===== config.mk =====
export PLATFORM = sky130hd
export DESIGN_NAME = irq_arbiter
export DESIGN_NICKNAME = d
export VERILOG_FILES = /design/src/rtl/irq_pkg.sv /design/src/rtl/irq_level_queue.sv /design/src/rtl/irq_prio_pick.sv /design/src/rtl/irq_arbiter.sv
export SDC_FILE = /design/constraint.sdc
export NUM_CORES = 1
export LEC_CHECK = 0
export BUFFER_PORTS_ARGS = -buffer_cell sky130_fd_sc_hd__buf_2
export CAP_MARGIN = 20
export CORE_AREA = 2 2 174 176
export CTS_CLUSTER_SIZE = 30
export DETAILED_ROUTE_END_ITERATION = 10
export DIE_AREA = 0 0 176 178
export PLACE_DENSITY = 0.75
export SYNTH_ARGS = -nofsm -noshare
export SYNTH_HDL_FRONTEND = slang
export SYNTH_SLANG_ARGS = --single-unit

===== constraint.sdc =====
create_clock -name clk -period 12.6 [get_ports clk]
set_clock_uncertainty 0.1 [all_clocks]
set_input_delay 0.63 -clock clk [delete_from_list [all_inputs] [get_ports clk]]
set_output_delay 0.63 -clock clk [all_outputs]
set_load 0.005 [all_outputs]

===== src/rtl/irq_pkg.sv =====
package irq_pkg;
  localparam int NUM_LVL = 8;
  localparam int LVL_W   = 3;

  typedef enum logic [1:0] {
    ST_RUN  = 2'd0,
    ST_WAIT = 2'd1,
    ST_HALT = 2'd2
  } run_st_t;

  // set-priority opcodes occupy 0x98..0x9F
  function automatic logic is_set_prio(input logic [7:0] op);
    return op[7:3] == 5'b10011;
  endfunction
endpackage


===== src/rtl/irq_level_queue.sv =====
module irq_level_queue #(
  parameter int NUM_SRC = 8,
  parameter int DEPTH   = 4,
  localparam int SW = (NUM_SRC > 1) ? $clog2(NUM_SRC) : 1,
  localparam int AW = (DEPTH > 1) ? $clog2(DEPTH) : 1,
  localparam int CW = $clog2(DEPTH + 1)
) (
  input  logic               clk,
  input  logic               rst,
  input  logic [NUM_SRC-1:0] arrive,
  input  logic [NUM_SRC-1:0] gone,
  input  logic               pop,
  output logic [SW-1:0]      head,
  output logic               nonempty,
  output logic               ovf_pulse
);
  logic [SW-1:0] slot_q [DEPTH];
  logic [CW-1:0] cnt_q;
  logic [SW-1:0] kept   [DEPTH];
  logic [SW-1:0] nxt    [DEPTH];
  logic [CW-1:0] cnt_d;

  always_comb begin
    int  k;
    logic dup;
    k = 0;
    dup = 1'b0;
    ovf_pulse = 1'b0;
    for (int i = 0; i < DEPTH; i++) kept[i] = '0;
    // squeeze out level sources whose request fell, keeping order
    for (int i = 0; i < DEPTH; i++) begin
      if (i < int'(cnt_q) && !gone[slot_q[i]]) begin
        kept[AW'(k)] = slot_q[i];
        k++;
      end
    end
    head     = kept[0];
    nonempty = (k != 0);
    for (int i = 0; i < DEPTH; i++) nxt[i] = kept[i];
    // acknowledged edge source leaves from the front
    if (pop && k > 0) begin
      for (int i = 0; i < DEPTH - 1; i++) nxt[i] = kept[i + 1];
      nxt[DEPTH-1] = '0;
      k--;
    end
    // append new arrivals in index order, unique only
    for (int s = 0; s < NUM_SRC; s++) begin
      if (arrive[s]) begin
        dup = 1'b0;
        for (int i = 0; i < DEPTH; i++)
          if (i < k && nxt[i] == SW'(s)) dup = 1'b1;
        if (!dup) begin
          if (k < DEPTH) begin
            nxt[AW'(k)] = SW'(s);
            k++;
          end else begin
            ovf_pulse = 1'b1;
          end
        end
      end
    end
    cnt_d = CW'(k);
  end

  always_ff @(posedge clk) begin
    if (rst) begin
      cnt_q <= '0;
      for (int i = 0; i < DEPTH; i++) slot_q[i] <= '0;
    end else begin
      cnt_q <= cnt_d;
      for (int i = 0; i < DEPTH; i++) slot_q[i] <= nxt[i];
    end
  end
endmodule


===== src/rtl/irq_prio_pick.sv =====
module irq_prio_pick
  import irq_pkg::*;
(
  input  logic [NUM_LVL-1:0] nonempty,
  input  logic [LVL_W-1:0]   prio,
  output logic               found,
  output logic [LVL_W-1:0]   lvl
);
  always_comb begin
    found = 1'b0;
    lvl   = '0;
    for (int l = NUM_LVL - 1; l >= 0; l--) begin
      if (!found && nonempty[l] && LVL_W'(l) > prio) begin
        found = 1'b1;
        lvl   = LVL_W'(l);
      end
    end
  end
endmodule


===== src/rtl/irq_arbiter.sv =====
module irq_arbiter
  import irq_pkg::*;
#(
  parameter int NUM_SRC  = 8,
  parameter int QDEPTH   = 4,
  parameter int VEC_W    = 16,
  parameter int VEC_BASE = 'h30,
  parameter int VEC_STEP = 4,
  parameter logic [NUM_SRC*LVL_W-1:0] SRC_PRIO =
    {3'd2, 3'd5, 3'd7, 3'd4, 3'd4, 3'd4, 3'd4, 3'd4},
  parameter logic [NUM_SRC-1:0] SRC_EDGE = 8'b1011_1011,
  localparam int SW = (NUM_SRC > 1) ? $clog2(NUM_SRC) : 1
) (
  input  logic               clk,
  input  logic               rst,
  input  logic [NUM_SRC-1:0] src_req,
  input  logic               insn_boundary,
  input  logic               spl_valid,
  input  logic [7:0]         spl_opcode,
  input  logic               psw_wr,
  input  logic [15:0]        psw_data,
  input  logic               wait_req,
  input  logic               halt_req,
  input  logic               run_req,
  output logic               take_o,
  output logic [VEC_W-1:0]   vec_o,
  output logic [NUM_SRC-1:0] ack_o,
  output logic [LVL_W-1:0]   prio_o,
  output logic [1:0]         state_o,
  output logic [NUM_LVL-1:0] ovf_o
);
  run_st_t              state_q;
  logic [NUM_SRC-1:0]   req_q;
  logic [NUM_SRC-1:0]   rise;
  logic [NUM_SRC-1:0]   gone;
  logic [NUM_SRC-1:0]   lvl_mask [NUM_LVL];
  logic [SW-1:0]        heads    [NUM_LVL];
  logic [NUM_LVL-1:0]   nonempty;
  logic [NUM_LVL-1:0]   ovf_pulse;
  logic [NUM_LVL-1:0]   pop;
  logic                 found;
  logic [LVL_W-1:0]     win_lvl;
  logic [SW-1:0]        win_src;
  logic                 scan;
  logic                 fire;

  assign rise = src_req & ~req_q;
  assign gone = ~SRC_EDGE & ~src_req;

  for (genvar l = 0; l < NUM_LVL; l++) begin : g_lvl
    for (genvar s = 0; s < NUM_SRC; s++) begin : g_src
      assign lvl_mask[l][s] = (SRC_PRIO[s*LVL_W +: LVL_W] == LVL_W'(l));
    end
    assign pop[l] = fire && (win_lvl == LVL_W'(l)) && SRC_EDGE[heads[l]];
    irq_level_queue #(.NUM_SRC(NUM_SRC), .DEPTH(QDEPTH)) u_q (
      .clk       (clk),
      .rst       (rst),
      .arrive    (rise & lvl_mask[l]),
      .gone      (gone),
      .pop       (pop[l]),
      .head      (heads[l]),
      .nonempty  (nonempty[l]),
      .ovf_pulse (ovf_pulse[l])
    );
  end

  irq_prio_pick u_pick (
    .nonempty (nonempty),
    .prio     (prio_o),
    .found    (found),
    .lvl      (win_lvl)
  );

  assign win_src = heads[win_lvl];
  assign scan    = (state_q != ST_HALT) && !halt_req &&
                   (insn_boundary || state_q == ST_WAIT);
  assign fire    = scan && found;
  assign state_o = state_q;

  always_ff @(posedge clk) begin
    if (rst) begin
      req_q   <= '0;
      take_o  <= 1'b0;
      vec_o   <= '0;
      ack_o   <= '0;
      prio_o  <= '0;
      ovf_o   <= '0;
      state_q <= ST_RUN;
    end else begin
      req_q  <= src_req;
      take_o <= fire;
      ack_o  <= fire ? (NUM_SRC'(1) << win_src) : '0;
      vec_o  <= fire ? VEC_W'(VEC_BASE) + VEC_W'(VEC_STEP) * VEC_W'(win_src) : '0;
      ovf_o  <= ovf_o | ovf_pulse;
      if (psw_wr)
        prio_o <= psw_data[7:5];
      else if (spl_valid && is_set_prio(spl_opcode))
        prio_o <= spl_opcode[2:0];
      if (halt_req)
        state_q <= ST_HALT;
      else if (state_q == ST_HALT) begin
        if (run_req) state_q <= ST_RUN;
      end else if (fire)
        state_q <= ST_RUN;
      else if (wait_req)
        state_q <= ST_WAIT;
    end
  end
endmodule


After elaboration in Yosys (flattened, before gate mapping)
Memories as Yosys holds them, arrays and structs flattened.
Index checks and enable logic that the tools add are counted.
{ "totals": {"regBits": 70, "latchBits": 0, "mem_bits_rw": 96, "rom_bits": 64, "input_bits": 40, "out_inout_bits": 38, "memories": 16} }
{ "mem_list": {"columns": ["name", "words", "word_bits", "read_ports", "rd_ports_with_merged_regs", "wr", "line_no", "source"], "rows": [
  ["g_lvl[0].u_q.slot_q", 4, 3, 4, 0, 4, "irq_level_queue.sv:17", "logic [SW-1:0] slot_q [DEPTH];"],
  ["g_lvl[1].u_q.slot_q", 4, 3, 4, 0, 4, "irq_level_queue.sv:17", null],
  ["g_lvl[2].u_q.slot_q", 4, 3, 4, 0, 4, "irq_level_queue.sv:17", null],
  ["g_lvl[3].u_q.slot_q", 4, 3, 4, 0, 4, "irq_level_queue.sv:17", null],
  ["g_lvl[4].u_q.slot_q", 4, 3, 4, 0, 4, "irq_level_queue.sv:17", null],
  ["g_lvl[5].u_q.slot_q", 4, 3, 4, 0, 4, "irq_level_queue.sv:17", null],
  ["10 more memories", null, null, null, null, null, null, null]
]} }
{ "classes": {"addsub": 41, "multipliers": 0, "n_div": 0, "n_lt_le_gt_ge": 193, "n_eq_ne": 41, "shift": 1, "mux": 413, "bitwise": 91, "n_reduce_logical": 200} }
{ "ops": {"columns": ["op", "count"], "rows": [
  ["$mux W32", 40],
  ["$mux W12", 56],
  ["$add A32 B2 Y32 const B", 20],
  ["$lt A3 B32 Y1 const A", 16],
  ["$mux W3", 100],
  ["$bwmux W12", 24],
  ["$gt A32 B1 Y1 const B", 8],
  ["$lt A1 B32 Y1 const A", 8],
  ["$lt A2 B32 Y1 const A", 8],
  ["$lt A32 B4 Y1 const B", 8],
  ["$reduce_bool A32 Y1", 8],
  ["$demux W3 S2", 32],
  ["$lt A3 B4 Y1 const B", 40],
  ["$logic_and A1 B1 Y1", 139],
  ["$sub A32 B2 Y32 const B", 4],
  ["$mux W1", 123],
  ["$bmux W1 S3", 32],
  ["$ge A2 B3 Y1 const B", 32],
  ["$lt A2 B1 Y1 const B", 32],
  ["$eq A3 B3 Y1 const B", 20],
  ["$lt A1 B3 Y1 const A", 16],
  ["$lt A2 B3 Y1 const A", 16],
  ["$not A2 Y2", 24],
  ["$logic_not A1 Y1", 40],
  ["39 further kinds", 134]
]} }

Depth between registers and ports, before layout
{ "logic_depth": {"ltp_word": 97, "ltp_mapped": 60} }

Cells and area by module
From an unflattened synthesis, not the netlist that was laid out.
{ "unflattened": {"cells_unflattened": 5441, "hier_area_um2": 40182.3} }
{ "modules_own_cells": {"columns": ["mod", "n_inst", "cells_per_inst", "area_each_um2", "seq_area_each_um2"], "rows": [
  ["irq_level_queue at g_lvl[0].u_q ...", 7, 657, 4798.4, 300.3],
  ["irq_level_queue at g_lvl[1].u_q", 1, 653, 4889.7, 300.3],
  ["irq_arbiter", 1, 168, 1561.5, 680.7],
  ["irq_prio_pick", 1, 21, 142.6, 0.0]
]} }

Worst setup path after synthesis
No wires, ideal clock.
{ "synth_timing": {"kind": "input -> register", "start": "input src_req[6]", "end": "memory g_lvl[4].u_q.slot_q[2][0] in the netlist's numbering", "setup_time_ns": 0.151, "t_arrival_ns": 12.190, "required_time_ns": 12.349, "path_slack_ns": 0.159, "stages": 57, "n_path_buf": 8, "path_cell_list": "buf_4 -> buf_4 -> clkbuf_1 -> clkbuf_1 -> mux2_2 -> nor3b_1 -> nor2_1 -> ha_1 -> xnor2_1 -> inv_1 -> ha_1 -> a21oi_1 -> ha_1 -> a211o_1 -> and3_1 -> buf_4 -> nand3_4 -> mux2i_1 -> (+21 left out) -> nor2_1 -> a2bb2oi_1 -> inv_1 -> ha_1 -> nor2_1 -> a31oi_1 -> a2111oi_4 -> buf_6 -> nor2_1 -> a21oi_1 -> inv_1 -> ha_1 -> nor3_1 -> mux2i_1 -> a211oi_4 -> and2_1 -> buf_6 -> a311oi_1"} }
{ "synth_rtl": {"columns": ["element", "line_no", "source"], "rows": [
  ["start, declared", "irq_arbiter.sv:16", "input logic [NUM_SRC-1:0] src_req,"],
  ["end, declared", "irq_level_queue.sv:17", null]
]} }

==> impl_metrics.ini <==
[status]
status = finished, final reports clean

[finish]
finalCoreUtilization_pct = 49.2
post_layout_nonfiller_instances = 2169
insertedDiodeCount = 0
p_r_area_growth_vs_syn_pct = 10.1
final_net_count = 1908
mostFrequentLayoutCells = 183 x sky130_fd_sc_hd__nand2_1, 182 x sky130_fd_sc_hd__nor2_1, 149 x sky130_fd_sc_hd__dfxtp_1, 127 x sky130_fd_sc_hd__a21oi_1, 104 x sky130_fd_sc_hd__inv_1
post_route_cells_drive_above_1_share_pct = 11.1
final_common_cell = sky130_fd_sc_hd__nand2_1

[grt]
largest_net_degree_at_the_start_of_global_routing = 83
grt-ovfl-total = 0
grt.total_usage_pct = 22.8
vias_in_the_first_global_route = 12020
grt_first_pass_wirelength_um = 58700
antenna_violations_before_repair = 0

[timing]
max_slew.worst_pin.slew_ns = 0.845
final_number_of_setup_violating_endpoints = 0
timing.slew.headroom_pct = 42.2
fin_setup_tns_ns = 0
clock.fmax_ghz = 0.0847
layout_worst_path_cycle_share_pct = 93.7
report.final.slew_viol_count = 0
setup_slack_ns = 0.799
final_hold_viol_count = 0
min_period_ns = 11.80

[critical_path]
reg_to_reg_start = g_lvl[7].u_q.slot_q[0][2]
timing.critical_path.slowest_cell_delay_ns = 0.49
timing.critical_path.slowest_stage_cell = sky130_fd_sc_hd__or4bb_1
worst_ep_arrival_time_ns = 12.00
timing.critical_path.from_type = input pin
crit_path_max_fanout = 15
timing.setup.critical_path_class = in2reg
endpoint_kind = flip-flop
path_common_cell = sky130_fd_sc_hd__ha_1
cp.required_ns = 12.80
timing.critical_path.from = src_req[6]

[route]
first_iter_violations = 1033
vias_per_cell = 6.02
route.antenna.remaining_nets = 0
wl_um = 36500
drt-pass1-iter-count = 7
route.detailed.wl_per_inst_um = 16.8
route.detailed.drc = 0
vias = 13062

[clocking]
cts_tree = done
clk_transition_reported_paths_ns = 0.07
cts-buffers-inserted = 17
htree_levels = 4
cts-root-to-sink-buffers = 2
root_buffer = sky130_fd_sc_hd__clkbuf_16
post_cts_hold_buffer_count = 0
clock_insertion_delay_worst_skew_ns = 0.44
cts_num_sinks = 150

[floorplanning]
design.core.area_sq_mm = 0.0294
die_x_um = 176
placement_rows = 63
dieArea_sq_mm = 0.0313
io_pins = 78
die_y_um = 178
floorplan.initialDensity_pct = 44.7

[synth]
ys_flop_type = sky130_fd_sc_hd__dfxtp_1
async_reset_ff_share_pct = 0
avgSynthCellArea_sq_um = 7.63
ys_seq_area_share_pct = 22.8
synth-seq-cells = 150
netlist_area_sq_mm = 0.0131
synth-edff-count = 0
number_of_unique_standard_cell_types_used_by_synthesis = 105
synthesis.instances = 1723
ys_warn_count = 0

[place]
placed_cells = 2136
count_of_buffers_from_port_buffering = 49
dpl.hpwl_um = 27400
pre_cts_ws_ns = 0.185
gp_congestion = 0.952

[job]
maxCapViolations = 0

[worst_hold_path]
hold_path_startpoint = halt_req
min_path_type = in2reg
cell type report:
class	count	area [sq um]
Sequential cell	150	3000
Clock inverter	14	189
Fill cell	2789	14900
Inverter	105	394
Tap cell	390	488
Multi-Input combinational cell	1407	9440
Timing Repair Buffer	86	528
Clock buffer	17	425
final timing paths:
path / end / slack [ns] / depth (start not counted)
worst min register to register: ovf_o[2] / 0.38 / 2
worst max register to register: g_lvl[4].u_q.slot_q[1][0] / 0.89 / 54
worst min-delay path: state_o[0] / 0.30 / 2
worst max-delay path: g_lvl[4].u_q.slot_q[1][0] / 0.80 / 53
state kept, by name, indices dropped and copies added, names as in the netlist:
signal,flops
req_q,8
g_lvl.u_q.cnt_q,24
take_o,1
ack_o,8
state_o,2
ovf_o,4
g_lvl.u_q.slot_q,96
prio_o,3
vec_o,4
layer usage:
metal	routed length (um)	up-vias	part of all wire (%)	global-route usage, %
li1	-	6319	-	-
met1	15800	6112	43	28.9
met2	17300	536	47	38.8
met3	2470	95	6.8	3.92
met4	916	0	2.5	8.68
met5	0	-	0	0
cells by family after synthesis:
logic type               count (synthesis)  synth area share [%]
adder cells (fa/ha/maj)                101                  9.62
buffers and inverters                  183                  6.17
other                                    2                0.0571
multiplexers                            99                  7.97
AND/OR/NAND/NOR                        650                  24.1
XOR/XNOR                                49                  3.44
AO/OA/AOI/OAI                          489                  25.8
flip-flops                             150                  22.8
what timing repair did:
action	in CTS	in global routing
setup buffers	0	2
gates resized for setup	0	9
setup endpoints to repair	0	16
worst max-delay path: cells and delay by family:
| kind | cells | cell delay [ns] |
|---|---|---|
| mux | 3 | 0.62 |
| xor+xnor | 2 | 0.73 |
| simple gates | 15 | 3.30 |
| buf+inv | 10 | 1.29 |
| fa+ha+maj | 8 | 1.91 |
| compound gates | 15 | 3.48 |
synth_stat cells, drive strengths merged, types with 14 or more instances:
| cell type | n | area (sq um) |
|---|---|---|
| and3 | 28 | 175 |
| o21ai | 90 | 454 |
| a21oi | 134 | 693 |
| nor3 | 52 | 272 |
| a22oi | 28 | 210 |
| ha | 101 | 1260 |
| mux2i | 77 | 796 |
| buf | 37 | 260 |
| and2 | 32 | 200 |
| mux2 | 22 | 251 |
| a31oi | 41 | 257 |
| dfxtp | 150 | 3000 |
| inv | 105 | 394 |
| a211oi | 29 | 243 |
| nand2 | 184 | 698 |
| nor3b | 18 | 135 |
| nand3 | 42 | 245 |
| o211ai | 17 | 141 |
| nor2 | 182 | 683 |
| xnor2 | 35 | 322 |
| nand2b | 17 | 106 |
| clkbuf | 41 | 156 |
| nor2b | 25 | 156 |
| xor2 | 14 | 130 |
per-stage QoR:
stage / cell area, sq um / hold slack (ns)
detailed placement: 13800 / 0.359
CTS: 14400 / 0.284
floorplan: 13200 / 0.360
global route: 14500 / 0.289
finish: 14500 / 0.297
global placement: 13800 / 0.346
Power is not shown: default switching activity piles up to over one toggle a cycle in this logic, so the estimate is an artifact.
